$ cat src/rtl/pcu_pkg.sv
package pcu_pkg;
    typedef enum logic [2:0] {
        CMD_ADV   = 3'd0,
        CMD_JMP   = 3'd1,
        CMD_CALL  = 3'd2,
        CMD_RET   = 3'd3,
        CMD_PCLWR = 3'd4,
        CMD_SKIP  = 3'd5
    } pcu_cmd_e;

    localparam int LEG_PC_W   = 11;
    localparam int LEG_PAGE_W = 2;
endpackage

$ cat src/rtl/pcu_target.sv
module pcu_target #(
    parameter int PC_W    = 13,
    parameter int ADDR_W  = 11,
    parameter int LATCH_W = 5
) (
    input  logic                              legacy,
    input  logic [PC_W-1:0]                   pc,
    input  logic [ADDR_W-1:0]                 addr,
    input  logic [7:0]                        data,
    input  logic [LATCH_W-1:0]                latch,
    input  logic [pcu_pkg::LEG_PAGE_W-1:0]    page,
    output logic [PC_W-1:0]                   inc1,
    output logic [PC_W-1:0]                   inc2,
    output logic [PC_W-1:0]                   tgt_jmp,
    output logic [PC_W-1:0]                   tgt_call,
    output logic [PC_W-1:0]                   tgt_pcl
);
    import pcu_pkg::*;

    localparam int HI_W     = PC_W - ADDR_W;
    localparam int LEG_JW   = LEG_PC_W - LEG_PAGE_W;
    localparam int LEG_CW   = LEG_JW - 1;

    logic [PC_W-1:0]     wide_jmp, wide_pcl;
    logic [PC_W-1:0]     leg_jmp, leg_call, leg_pcl;
    logic [LEG_PC_W-1:0] leg_inc1, leg_inc2;

    always_comb begin
        wide_jmp = {latch[LATCH_W-1 -: HI_W], addr};
        wide_pcl = PC_W'({latch, data});
        leg_jmp  = PC_W'({page, addr[LEG_JW-1:0]});
        leg_call = PC_W'({page, 1'b0, addr[LEG_CW-1:0]});
        leg_pcl  = PC_W'({page, 1'b0, data});
        leg_inc1 = pc[LEG_PC_W-1:0] + LEG_PC_W'(1);
        leg_inc2 = pc[LEG_PC_W-1:0] + LEG_PC_W'(2);
        if (legacy) begin
            inc1     = PC_W'(leg_inc1);
            inc2     = PC_W'(leg_inc2);
            tgt_jmp  = leg_jmp;
            tgt_call = leg_call;
            tgt_pcl  = leg_pcl;
        end else begin
            inc1     = pc + PC_W'(1);
            inc2     = pc + PC_W'(2);
            tgt_jmp  = wide_jmp;
            tgt_call = wide_jmp;
            tgt_pcl  = wide_pcl;
        end
    end
endmodule

$ cat src/rtl/pcu_ret_stack.sv
module pcu_ret_stack #(
    parameter int DEPTH = 8,
    parameter int W     = 13
) (
    input  logic         clk,
    input  logic         rst,
    input  logic         push,
    input  logic         pop,
    input  logic [W-1:0] push_data,
    output logic [W-1:0] top_data
);
    localparam int SP_W = $clog2(DEPTH);

    logic [SP_W-1:0] sp_d, sp_q;
    logic [W-1:0]    ent_q [DEPTH];
    logic [SP_W-1:0] top_idx;

    always_comb begin
        sp_d = sp_q;
        if (push)      sp_d = sp_q + SP_W'(1);
        else if (pop)  sp_d = sp_q - SP_W'(1);
        top_idx  = sp_q - SP_W'(1);
        top_data = ent_q[top_idx];
    end

    always_ff @(posedge clk) begin
        if (rst) sp_q <= '0;
        else     sp_q <= sp_d;
    end

    for (genvar i = 0; i < DEPTH; i++) begin : g_ent
        always_ff @(posedge clk) begin
            if (rst)                             ent_q[i] <= '0;
            else if (push && sp_q == SP_W'(i))   ent_q[i] <= push_data;
        end
    end

    assert_push_advances_R10: assert property (@(posedge clk) disable iff (rst)
        push |=> sp_q == $past(sp_q) + SP_W'(1));
    assert_pop_retreats_R10: assert property (@(posedge clk) disable iff (rst)
        pop |=> sp_q == $past(sp_q) - SP_W'(1));
    assert_no_push_pop_R4: assert property (@(posedge clk) disable iff (rst)
        !(push && pop));
endmodule

$ cat src/rtl/page_pc_unit.sv
module page_pc_unit #(
    parameter int PC_W        = 13,
    parameter int ADDR_W      = 11,
    parameter int LATCH_W     = 5,
    parameter int STACK_DEPTH = 8
) (
    input  logic                clk,
    input  logic                rst,
    input  logic                legacy_mode,
    input  logic [2:0]          cmd,
    input  logic [ADDR_W-1:0]   op_addr,
    input  logic [7:0]          wr_data,
    input  logic                latch_wr,
    input  logic [1:0]          status_page,
    output logic [PC_W-1:0]     fetch_pc,
    output logic [7:0]          pcl_rd,
    output logic [LATCH_W-1:0]  pc_latch,
    output logic                bubble
);
    import pcu_pkg::*;

    typedef struct packed {
        logic [PC_W-1:0]    pc;
        logic [LATCH_W-1:0] latch;
        logic               bub;
    } pcu_state_t;

    pcu_state_t st_d, st_q;
    pcu_cmd_e   cmd_e;
    logic       push, pop;
    logic [PC_W-1:0] inc1, inc2, tgt_jmp, tgt_call, tgt_pcl, top_data;

    pcu_target #(.PC_W(PC_W), .ADDR_W(ADDR_W), .LATCH_W(LATCH_W)) u_target (
        .legacy   (legacy_mode),
        .pc       (st_q.pc),
        .addr     (op_addr),
        .data     (wr_data),
        .latch    (st_q.latch),
        .page     (status_page),
        .inc1     (inc1),
        .inc2     (inc2),
        .tgt_jmp  (tgt_jmp),
        .tgt_call (tgt_call),
        .tgt_pcl  (tgt_pcl)
    );

    pcu_ret_stack #(.DEPTH(STACK_DEPTH), .W(PC_W)) u_stack (
        .clk       (clk),
        .rst       (rst),
        .push      (push),
        .pop       (pop),
        .push_data (inc1),
        .top_data  (top_data)
    );

    always_comb begin
        cmd_e = pcu_cmd_e'(cmd);
        st_d  = st_q;
        push  = 1'b0;
        pop   = 1'b0;
        if (st_q.bub) begin
            st_d.bub = 1'b0;
        end else begin
            if (latch_wr) st_d.latch = wr_data[LATCH_W-1:0];
            st_d.bub = 1'b1;
            case (cmd_e)
                CMD_JMP:   st_d.pc = tgt_jmp;
                CMD_CALL:  begin st_d.pc = tgt_call; push = 1'b1; end
                CMD_RET:   begin st_d.pc = top_data; pop = 1'b1; end
                CMD_PCLWR: st_d.pc = tgt_pcl;
                CMD_SKIP:  st_d.pc = inc2;
                default:   begin st_d.pc = inc1; st_d.bub = 1'b0; end
            endcase
        end
    end

    always_ff @(posedge clk) begin
        if (rst) st_q <= '0;
        else     st_q <= st_d;
    end

    assign fetch_pc = st_q.pc;
    assign pcl_rd   = st_q.pc[7:0];
    assign pc_latch = st_q.latch;
    assign bubble   = st_q.bub;

    assert_flow_bubble_R9: assert property (@(posedge clk) disable iff (rst)
        (!bubble && cmd inside {3'd1, 3'd2, 3'd3, 3'd4, 3'd5}) |=> bubble);
    assert_single_bubble_R9: assert property (@(posedge clk) disable iff (rst)
        bubble |=> !bubble);
    assert_bubble_holds_pc_R9: assert property (@(posedge clk) disable iff (rst)
        bubble |=> fetch_pc == $past(fetch_pc));
    assert_ret_keeps_latch_R4: assert property (@(posedge clk) disable iff (rst)
        (!bubble && cmd == 3'd3 && !latch_wr) |=> $stable(pc_latch));
    assert_wide_step_R2: assert property (@(posedge clk) disable iff (rst)
        (!bubble && !legacy_mode && cmd == 3'd0) |=> fetch_pc == $past(fetch_pc) + PC_W'(1));
    assert_legacy_low_half_R8: assert property (@(posedge clk) disable iff (rst)
        (!bubble && legacy_mode && cmd inside {3'd2, 3'd4})
        |=> (fetch_pc[8] == 1'b0 && fetch_pc[PC_W-1:LEG_PC_W] == '0));
    assert_pcl_mirror_R6: assert property (@(posedge clk) disable iff (rst)
        pcl_rd == fetch_pc[7:0]);
endmodule

$ cat config.mk
export PLATFORM = sky130hd
export DESIGN_NAME = page_pc_unit
export DESIGN_NICKNAME = d
export VERILOG_FILES = /design/src/rtl/pcu_pkg.sv /design/src/rtl/pcu_target.sv /design/src/rtl/pcu_ret_stack.sv /design/src/rtl/page_pc_unit.sv
export SDC_FILE = /design/constraint.sdc
export NUM_CORES = 1
export LEC_CHECK = 0
export ABC_AREA = 0
export BUFFER_PORTS_ARGS = -buffer_cell sky130_fd_sc_hd__buf_2
export CAP_MARGIN = 0
export CORE_UTILIZATION = 50
export DETAILED_ROUTE_END_ITERATION = 12
export PLACE_DENSITY = 0.68
export SLEW_MARGIN = 15
export SYNTH_ARGS = -nofsm -noshare
export SYNTH_HDL_FRONTEND = slang
export SYNTH_HIERARCHICAL = 1
export SYNTH_SLANG_ARGS = --single-unit
$ cat constraint.sdc
create_clock -name clk -period 4.3 [get_ports clk]
set_input_delay 0.86 -clock clk [delete_from_list [all_inputs] [get_ports clk]]
set_output_delay 0.86 -clock clk [all_outputs]
set_load 0.02 [all_outputs]
== After elaboration in Yosys (flattened, before gate mapping) ==
Memory sizes are Yosys's and may differ from the RTL's.
Index checks and enable logic that the tools add are counted.

* Memories kept: 1
* Logic and storage cells: 92
* Memory bits (writable): 104
* Bits in registers: 22
* Input port bits: 28
* Output and inout bits: 27

* Reduce and logical (&&, ||, !) cells: 13
* Equal/unequal tests: 12
* Bitwise gates (word level): 9
* Add/subtract/negate cells: 6
* Mux-type cells: 47

{| class="wikitable"
|+ Memory list
! memory !! depth !! bits a word !! read ports !! clocked after memory_dff !! wr ports !! RTL line !! text
|-
| u_stack.ent_q || 8 || 13 || 1 || 0 || 8 || pcu_ret_stack.sv:15 || <nowiki>logic [W-1:0] ent_q [DEPTH];</nowiki>
|}

{| class="wikitable"
|+ Operators by type and width
! cell !! count
|-
| $mux W13 || 13
|-
| $pmux W13 S5 || 1
|-
| $mux W1 || 31
|-
| $eq A3 B3 Y1 const B || 6
|-
| $add A13 B1 Y13 const B || 1
|-
| $add A13 B2 Y13 const B || 1
|-
| $eq A3 B2 Y1 const B || 4
|-
| $add A11 B1 Y11 const B || 1
|-
| $add A11 B2 Y11 const B || 1
|-
| $logic_and A1 B1 Y1 || 8
|-
| $or A1 B1 Y1 || 8
|-
| $eq A3 B1 Y1 const B || 2
|-
| $mux W3 || 2
|-
| $reduce_or A5 Y1 || 1
|-
| $add A3 B1 Y3 const B || 1
|-
| $logic_not A3 Y1 || 1
|-
| $sub A3 B1 Y3 const B || 1
|-
| $reduce_and A2 Y1 || 1
|-
| $reduce_bool A2 Y1 || 1
|-
| $reduce_or A2 Y1 || 1
|-
| $not A1 Y1 || 1
|}

== Logic depth before layout (Yosys ltp) ==
Gate-level depths: netlist (run 1).

* Word-level depth: 8
* Depth in mapped cells: 13
* Mapped depth without buffers: 9

== By module ==
Netlist (run 1), hierarchy kept.

{| class="wikitable"
|+ Modules (own cells, without submodules)
! module !! cells each !! instances !! sequential area each (sq um) !! area an instance (sq um)
|-
| pcu_ret_stack || 396 || 1 || 3183.1 || 5208.7
|-
| page_pc_unit || 188 || 1 || 380.4 || 1527.7
|-
| pcu_target || 105 || 1 || 0.0 || 788.3
|}

== Worst setup path after synthesis (run 1) ==
No wires, ideal clock.

* Path kind: register to register
* Start point: register u_stack.sp_q[0]
* End point: register st_q, in the netlist fetch_pc[10]
* Library setup time: 0.122 ns
* Clock period less this slack: 2.848 ns
* Stages on the path, launching flop included: 14
* Required time: 4.178 ns
* Slack: 1.452 ns
* Buffers on the path: 4
* Data arrival time: 2.727 ns
* Path through: dfxtp_1 clkbuf_1 inv_4 buf_2 ha_1 buf_2 buf_2 mux2i_1 nand3_1 and4_1 a22o_1 a22oi_1 o2111ai_1 o311a_1

* Cells in the longest elaborated chain, start to end: 3

{| class="wikitable"
|+ RTL lines
! what !! RTL line !! text
|-
| from (decl) || pcu_ret_stack.sv:14 || <nowiki>logic [SP_W-1:0] sp_d, sp_q;</nowiki>
|-
| from (signal assigned) || pcu_ret_stack.sv:28 || <nowiki>else sp_q <= sp_d;</nowiki>
|-
| $sub A3 B1 Y3 || pcu_ret_stack.sv:22 || <nowiki>top_idx = sp_q - SP_W'(1);</nowiki>
|-
| $mem_v2 Z8 W13 || - ||
|-
| named net top_data[10] || page_pc_unit.sv:31 || <nowiki>logic [PC_W-1:0] inc1, inc2, tgt_jmp, tgt_call, tgt_pcl, top_data;</nowiki>
|-
| $pmux W13 S5 || page_pc_unit.sv:66 || <nowiki>case (cmd_e)</nowiki>
|-
| to (signal assigned) || page_pc_unit.sv:79 || <nowiki>else st_q <= st_d;</nowiki>
|-
| to (decl) || page_pc_unit.sv:28 || <nowiki>pcu_state_t st_d, st_q;</nowiki>
|}

The timed path passes the listed nets, and every way through them passes these cells.
A chain may end at the register's enable or synchronous reset.

== Worst setup path in the final report (run 1) ==
* Start point: register u_stack.sp_q[1]
* End point: register st_q, in the netlist fetch_pc[0]

The elaborated chain is that of the path after synthesis.

==> qor.csv, run 1 <==
stage;metric;value;unit
timing;final period utilization;69.3;%
power_and_ir_drop;Static Leak;3.35;nW
routing;DR WL met3;1250;um
routing;Detailed Routing Iterations Pass 1;5;
timing;worst clock skew;7.04;ps
timing;setup ws final;1320;ps
power_and_ir_drop;worst-case vdd ir drop;314;uV
routing;drt initial violations;560;
yosys;Async S/R FF share, synth;0;%
global_routing;Tot GR Track Use;25.2;%
worst_setup_path;CP Launch Type;flop;
timing;Max-slew headroom;30.5;%
routing;Via Count;5449;
routing;Final ANT Viol Nets;0;
yosys;Syn Std Cell Area;0.00752;sq mm
yosys;Cell variety after synth;56;
timing;final setup vio count;0;
worst_setup_path;FF-to-FF setup slack;1320;ps
clock_tree;# hold bufs at CTS;0;
yosys;register area share after synthesis;47.4;%
timing;actual slew at the worst max-slew pin;1040;ps
routing;DRC errors left;0;
yosys;Post-Syn Nets;725;
timing;RSZ-0062 raised after global routing;false;
worst_setup_path;CP Data Arrival Time;3280;ps
timing;setup TNS;0;ps
yosys;Post-synth EDFFs;104;
clock_tree;Clock Latency Late Sink;420;ps
clock_tree;CTS max path bufs;2;
yosys;syn_area_per_cell;10.9;sq um
global_routing;global route overflow;0;
clock_tree;CTS tree;yes;
timing;Slew Viols, Final;0;
worst_setup_path;Register-to-Register Path Depth;10;
final_layout;Layout Cells excl Fill;871;
place;Post-Place Setup Slack;1270;ps
place;placed cells;839;
timing;Tmin final;2980;ps
global_routing;vias in the first global route;5294;
final_layout;diode count;0;
global_routing;largest net degree at the start of global routing;40;
routing;post-DR vias/cell;6.26;
global_routing;first-pass GRT wire length;29800;um
clock_tree;Setup Buffers After CTS;0;
clock_tree;CTS sink count;126;
yosys;top cell type's share of synthesized area;41.5;%
worst_setup_path;Critical Path End Type;flop;
timing;final hold vios;0;
run_status;outcome;completed;
routing;M1 wire length;8060;um
power_and_ir_drop;pwr/cell area;446;mW/mm^2
yosys;Synth area leaders;edfxtp_1 42%, mux2i_1 8.1%, and3_1 6.6%;
floorplanning;Std-Cell Rows;44;
clock_tree;htree depth;4;
clock_tree;post-CTS sizing;0;
final_layout;Final #Nets;710;
hold_path;hold depth;2;
floorplanning;Core ar.;0.0146;sq mm
floorplanning;Die W;125;um
global_routing;initial antenna violation count;0;
clock_tree;CTS Buf Count;17;
flow_run;Max-cap violations;0;
yosys;cells after synthesis;689;
worst_setup_path;Critical Path RT;4600;ps
final_layout;share of cells above drive strength 1;17.5;%
final_layout;area delta synth->final;7.82;%
yosys;number of synthesized register bits;126;
clock_tree;clock-pin slew of the registers on the worst-case setup and hold paths;60;ps
worst_setup_path;maximum fanout along the worst path;29;
floorplanning;Die ar.;0.0155;sq mm
floorplanning;effective utilization at floorplan;51.6;%
floorplanning;die extent in y;125;um
clock_tree;Clock Root Buffer;clkbuf_16;
routing;drt wl/cell;21.6;um
routing;WL met2;9030;um
yosys;post-synth top area cell;edfxtp_1;
timing;Fmax achieved;336;MHz
worst_setup_path;kind of critical path;reg -> reg;
timing;Hold WS;532;ps
floorplanning;Ports;55;
place;Placer Congestion;0.857;
yosys;dominant synthesized flop cell;edfxtp_1;
routing;Top Layer Used;met4;
yosys;YS warnings;6;
hold_path;Hold Crit Class;reg -> reg;
place;port bufs;54;
place;post-DP HPWL;12300;um
routing;Routed WL;18800;um
==> per-stage QoR <==
stage	utilization (%)	total power, mW	instance area [sq um]
after floorplan	-	1.92	7520
after global placement	51.2	2.05	7470
after detailed placement	51.2	2.06	7470
after CTS	55.6	3.62	8110
after global routing	55.6	3.73	8110
final	55.6	3.62	8110
==> critical path, cell delays in order (launching register included) <==
cell,delay [ps]
dfxtp_1,430
inv_1,120
ha_2,650
buf_12,290
mux2i_1,290
nand3_1,150
and4_1,270
a22o_1,180
a21oi_1,110
o221ai_1,160
o311a_1,180
==> placed cells by master (no fill, tap or decap), types with 3 or more instances in the layout <==
| cell | Yosys | final |
|---|---|---|
| a21o_1 | 4 | 4 |
| a21oi_1 | 34 | 34 |
| a22o_1 | 13 | 13 |
| a22oi_1 | 12 | 12 |
| a31o_1 | 4 | 4 |
| and2_1 | 26 | 26 |
| and3_1 | 79 | 79 |
| and4_1 | 13 | 13 |
| buf_2 | 22 | 54 |
| buf_4 | 42 | 7 |
| bufinv_16 | 0 | 5 |
| clkbuf_16 | 0 | 17 |
| clkinv_2 | 0 | 5 |
| clkinv_4 | 0 | 3 |
| dfxtp_1 | 22 | 22 |
| edfxtp_1 | 104 | 104 |
| ha_1 | 8 | 7 |
| inv_1 | 24 | 24 |
| mux2i_1 | 61 | 61 |
| nand2_1 | 12 | 12 |
| nand2b_1 | 9 | 9 |
| nand3_1 | 54 | 54 |
| nand3_2 | 3 | 3 |
| nand4_1 | 3 | 3 |
| nor2_1 | 12 | 12 |
| nor2b_1 | 7 | 7 |
| nor3_2 | 6 | 6 |
| o2111ai_1 | 5 | 5 |
| o21ai_0 | 9 | 9 |
| o221ai_1 | 7 | 7 |
| o311a_1 | 12 | 12 |
| xnor2_1 | 10 | 10 |
| xor2_1 | 8 | 8 |
==> cell type report <==
class	instances	area [sq um]
clock buffer	17	425
clock inverter	15	218
fill	1206	6480
inverter	25	96.3
multi-input combinational	442	3240
sequential	126	3560
tap	184	230
timing repair buffer	62	343
==> routing by layer <==
layer | up-vias | global-route usage, %
li1 | 2492 | -
met1 | 2676 | 32.9
met2 | 234 | 40.0
met3 | 47 | 6.19
met4 | 0 | 10.6
met5 | - | 0
==> Yosys cell counts (all sizes together), types with 7 or more instances <==
library cell,count
nand2b,9
mux2i,61
nor2b,7
o311a,12
and2,26
nand2,12
nand3,58
edfxtp,104
clkbuf,20
a21oi,35
a22o,13
and3,79
dfxtp,22
nor2,15
nor3,8
and4,13
xnor2,11
xor2,9
ha,8
o221ai,7
buf,76
a22oi,12
inv,25
o21ai,10
==> flip-flops by register name (all words and copies together) (netlist names) <==
| register | cells |
|---|---|
| bubble | 1 |
| u_stack/sp_q | 3 |
| fetch_pc | 13 |
| u_stack/ent_q | 104 |
| pc_latch | 5 |
==> power breakdown <==
group,switching [mW],leakage (nW),internal [mW]
clock,0.544,0.317,1.03
combinational,0.390,1.78,0.222
sequential,0.0574,1.26,1.38
total,0.991,3.35,2.62
==> worst paths after layout <==
path | endpoint | start
setup reg to reg | fetch_pc[0]$_SDFFE_PP0N_ | u_stack/sp_q[1]$_SDFFE_PP0P_
hold reg to reg | pc_latch[2]$_SDFFE_PP0P_ | pc_latch[2]$_SDFFE_PP0P_
setup / recovery | fetch_pc[0]$_SDFFE_PP0N_ | u_stack/sp_q[1]$_SDFFE_PP0P_
hold / removal | pc_latch[2]$_SDFFE_PP0P_ | pc_latch[2]$_SDFFE_PP0P_
==> cell families (layout without fill, tap and decap cells) <==
group                      Yosys count  count (layout)  share of synthesized area (%)
adders and majority gates            8               8                           1.33
and+or+nand+nor                    246             246                           20.8
AOI/OAI and AO/OA                  107             107                           10.1
muxes                               61              61                           8.11
xor gates and xnor gates            20              20                           2.68
DFF                                126             126                           47.4
buffers and inverters              121             119                           9.68
Power figures use the tool's default switching activity.
==> run 2: changes to the inputs <==
--- a/config.mk
+++ b/config.mk
@@ -10,7 +10,7 @@
 export CAP_MARGIN = 0
 export CORE_UTILIZATION = 50
 export DETAILED_ROUTE_END_ITERATION = 12
-export PLACE_DENSITY = 0.68
+export PLACE_DENSITY = 0.71
 export SLEW_MARGIN = 15
 export SYNTH_ARGS = -nofsm -noshare
 export SYNTH_HDL_FRONTEND = slang
==> constraint.sdc (replaced) <==
create_clock -name clk -period 2.7 [get_ports clk]
set_input_delay 0.54 -clock clk [delete_from_list [all_inputs] [get_ports clk]]
set_output_delay 0.54 -clock clk [all_outputs]
set_load 0.02 [all_outputs]
==> run 2 against run 1 <==
  * Worst setup slack got worse by 1200 ps
  * Wire length increased by 5.9%
  * Total power increased by 59%
  * Register-to-register slack worse by 1200 ps
  * Sequential share of layout area is 1.6 points lower
  * Critical path type unchanged
  * Critical endpoint is now fetch_pc[2]$_SDFFE_PP0N_
==> qor.csv, run 2 (same netlist as run 1, synthesis figures left out) <==
stage;metric;value;unit;change
run_status;outcome;completed;;
routing;Detailed Routing Iterations Pass 1;7;;+2
global_routing;initial antenna violation count;0;;unchanged
floorplanning;Die W;125;um;unchanged
worst_setup_path;maximum fanout along the worst path;21;;-28%
hold_path;hold depth;3;;+1
timing;final period utilization;93.7;%;+24 points
final_layout;diode count;0;;unchanged
clock_tree;CTS sink count;126;;unchanged
worst_setup_path;Cell Chain, Critical Path;inv_1 -> ha_2 -> buf_12 -> mux2i_1 -> nand3_1 -> and4_1 -> a22o_1 -> a21oi_1 -> o221ai_1 -> o311a_1;;
place;Placer Congestion;0.876;;+2.3%
routing;Final ANT Viol Nets;0;;unchanged
floorplanning;Std-Cell Rows;44;;unchanged
hold_path;Hold Crit Class;in -> reg;;
place;Post-Place Setup Slack;194;ps;-1080 ps
final_layout;Layout Cells excl Fill;908;;+4.2%
global_routing;largest net degree at the start of global routing;40;;unchanged
clock_tree;Clock Root Buffer;clkbuf_16;;
place;port bufs;54;;unchanged
global_routing;vias in the first global route;5557;;+5.0%
final_layout;most frequent cells in the layout;104 x edfxtp_1, 79 x and3_1, 61 x mux2i_1;;
clock_tree;# hold bufs at CTS;0;;unchanged
place;Area after DPL;0.00781;sq mm;+4.6%
power_and_ir_drop;pwr/cell area;681;mW/mm^2;+53%
timing;Slew Viols, Final;0;;unchanged
flow_run;Max-cap violations;0;;unchanged
place;post-DP HPWL;13200;um;+7.1%
worst_setup_path;kind of critical path;reg -> reg;;
clock_tree;clock-pin slew of the registers on the worst-case setup and hold paths;60;ps;about the same
final_layout;Final #Nets;747;;+5.2%
global_routing;Tot GR Track Use;26.0;%;+0.77 points
final_layout;Design Area, Final;0.00843;sq mm;+3.9%
worst_setup_path;Register-to-Register Path Depth;10;;unchanged
routing;drt wl/cell;22.0;um;+1.6%
timing;setup ws final;170;ps;-1150 ps
final_layout;max FFs per register;104;;unchanged
floorplanning;effective utilization at floorplan;51.6;%;unchanged
final_layout;share of cells above drive strength 1;21.3;%;+3.8 points
worst_setup_path;Critical Path End Type;flop;;
timing;Fmax achieved;395;MHz;+18%
worst_setup_path;Max stage delay on crit path;400;ps;-250 ps
routing;drt initial violations;769;;+37%
clock_tree;Clock Latency Late Sink;420;ps;about the same
floorplanning;Ports;55;;unchanged
worst_setup_path;crit path buf inv count;2;;unchanged
floorplanning;Die ar.;0.0155;sq mm;unchanged
timing;RSZ-0062 raised after global routing;false;;
floorplanning;die extent in y;125;um;unchanged
timing;setup TNS;0;ps;unchanged
routing;post-DR vias/cell;6.32;;+0.98%
worst_setup_path;CP Launch Type;flop;;
global_routing;first-pass GRT wire length;31100;um;+4.2%
timing;worst clock skew;3.38;ps;-3.66 ps
final_layout;fill cell count;1183;;-1.9%
clock_tree;CTS tree;yes;;
timing;actual slew at the worst max-slew pin;1120;ps;+75.3 ps
final_layout;most common cell after layout, fill and taps aside;edfxtp_1;;
clock_tree;post-CTS sizing;0;;unchanged
timing;final hold vios;0;;unchanged
final_layout;area delta synth->final;12.0;%;
clock_tree;Setup Buffers After CTS;0;;unchanged
timing;Max-slew headroom;25.4;%;-5.2 points
global_routing;global route overflow;0;;unchanged
timing;final setup vio count;0;;unchanged
power_and_ir_drop;Static Leak;3.54;nW;+5.6%
worst_setup_path;Critical Path RT;3000;ps;-1600 ps
power_and_ir_drop;worst-case vdd ir drop;514;uV;+64%
floorplanning;Core ar.;0.0146;sq mm;unchanged
routing;DRC errors left;0;;unchanged
worst_setup_path;kind of cell adding the most delay to the critical path;compound AO/OA/AOI/OAI gates;;
final_layout;Util after Layout;57.8;%;+2.2 points
worst_setup_path;CP Data Arrival Time;2830;ps;-450 ps
clock_tree;CTS max path bufs;2;;unchanged
place;placed cells;876;;+4.4%
final_layout;Reg with most FFs;u_stack/ent_q;;
timing;Tmin final;2530;ps;-449 ps
clock_tree;htree depth;4;;unchanged
worst_setup_path;CP max-delay cell;dfxtp_1;;
clock_tree;CTS Buf Count;17;;unchanged
worst_setup_path;Crit. path cell count;10;;unchanged
routing;Via Count;5736;;+5.3%
routing;Routed WL;19900;um;+5.9%
[run 2: cell count changes in the layout (fill, tap and decap cells not counted), sizes merged]
cell	before	now
buf	62	99
clkinvlp	1	3
clkinv	8	7
bufinv	5	4
[run 2: stage by stage]
step	total power [mW]	hold slack, ps
after floorplan	3.06	554
after global placement	3.34	487
after detailed placement	3.36	514
after CTS	5.75	380
after global routing	5.92	409
final	5.74	388
[run 2: path summary, 6_finish.rpt]
kind	from	slack, ps	endpoint
hold reg to reg	pc_latch[4]$_SDFFE_PP0P_	530	pc_latch[4]$_SDFFE_PP0P_
setup / recovery	u_stack/sp_q[1]$_SDFFE_PP0P_	170	fetch_pc[2]$_SDFFE_PP0N_
setup reg to reg	u_stack/sp_q[1]$_SDFFE_PP0P_	170	fetch_pc[2]$_SDFFE_PP0N_
hold / removal	wr_data[4]	390	pc_latch[4]$_SDFFE_PP0P_
[run 2: cell type report]
cell class,count,area (sq um),share of cell area (%)
Sequential cell,126,3560,42.3
Multi-Input combinational cell,442,3240,38.4
Timing Repair Buffer,99,683,8.10
Clock buffer,17,425,5.05
Tap cell,184,230,2.73
Clock inverter,15,195,2.32
Inverter,25,96.3,1.14
[run 2: power by group]
group | switching, mW | total [mW] | internal (mW)
combinational | 0.657 | 1.08 | 0.420
sequential | 0.0787 | 2.27 | 2.19
clock | 0.856 | 2.39 | 1.54
total | 1.59 | 5.74 | 4.15
[run 2: routing by layer]
layer / up-vias / part of all wire [%] / global-route usage (%)
li1: 2570 / - / -
met1: 2804 / 41 / 34.3
met2: 310 / 47 / 41.3
met3: 52 / 7.5 / 4.47
met4: 0 / 3.6 / 12.8
met5: - / 0 / 0
[run 2: worst register-to-register path: cells and delay by family (launching register included)]
family	cells	cell delay (ps)
compound gates	4	600
flops	1	400
fa+ha+maj	1	390
simple gates	2	360
mux	1	340
buf+inv	2	310
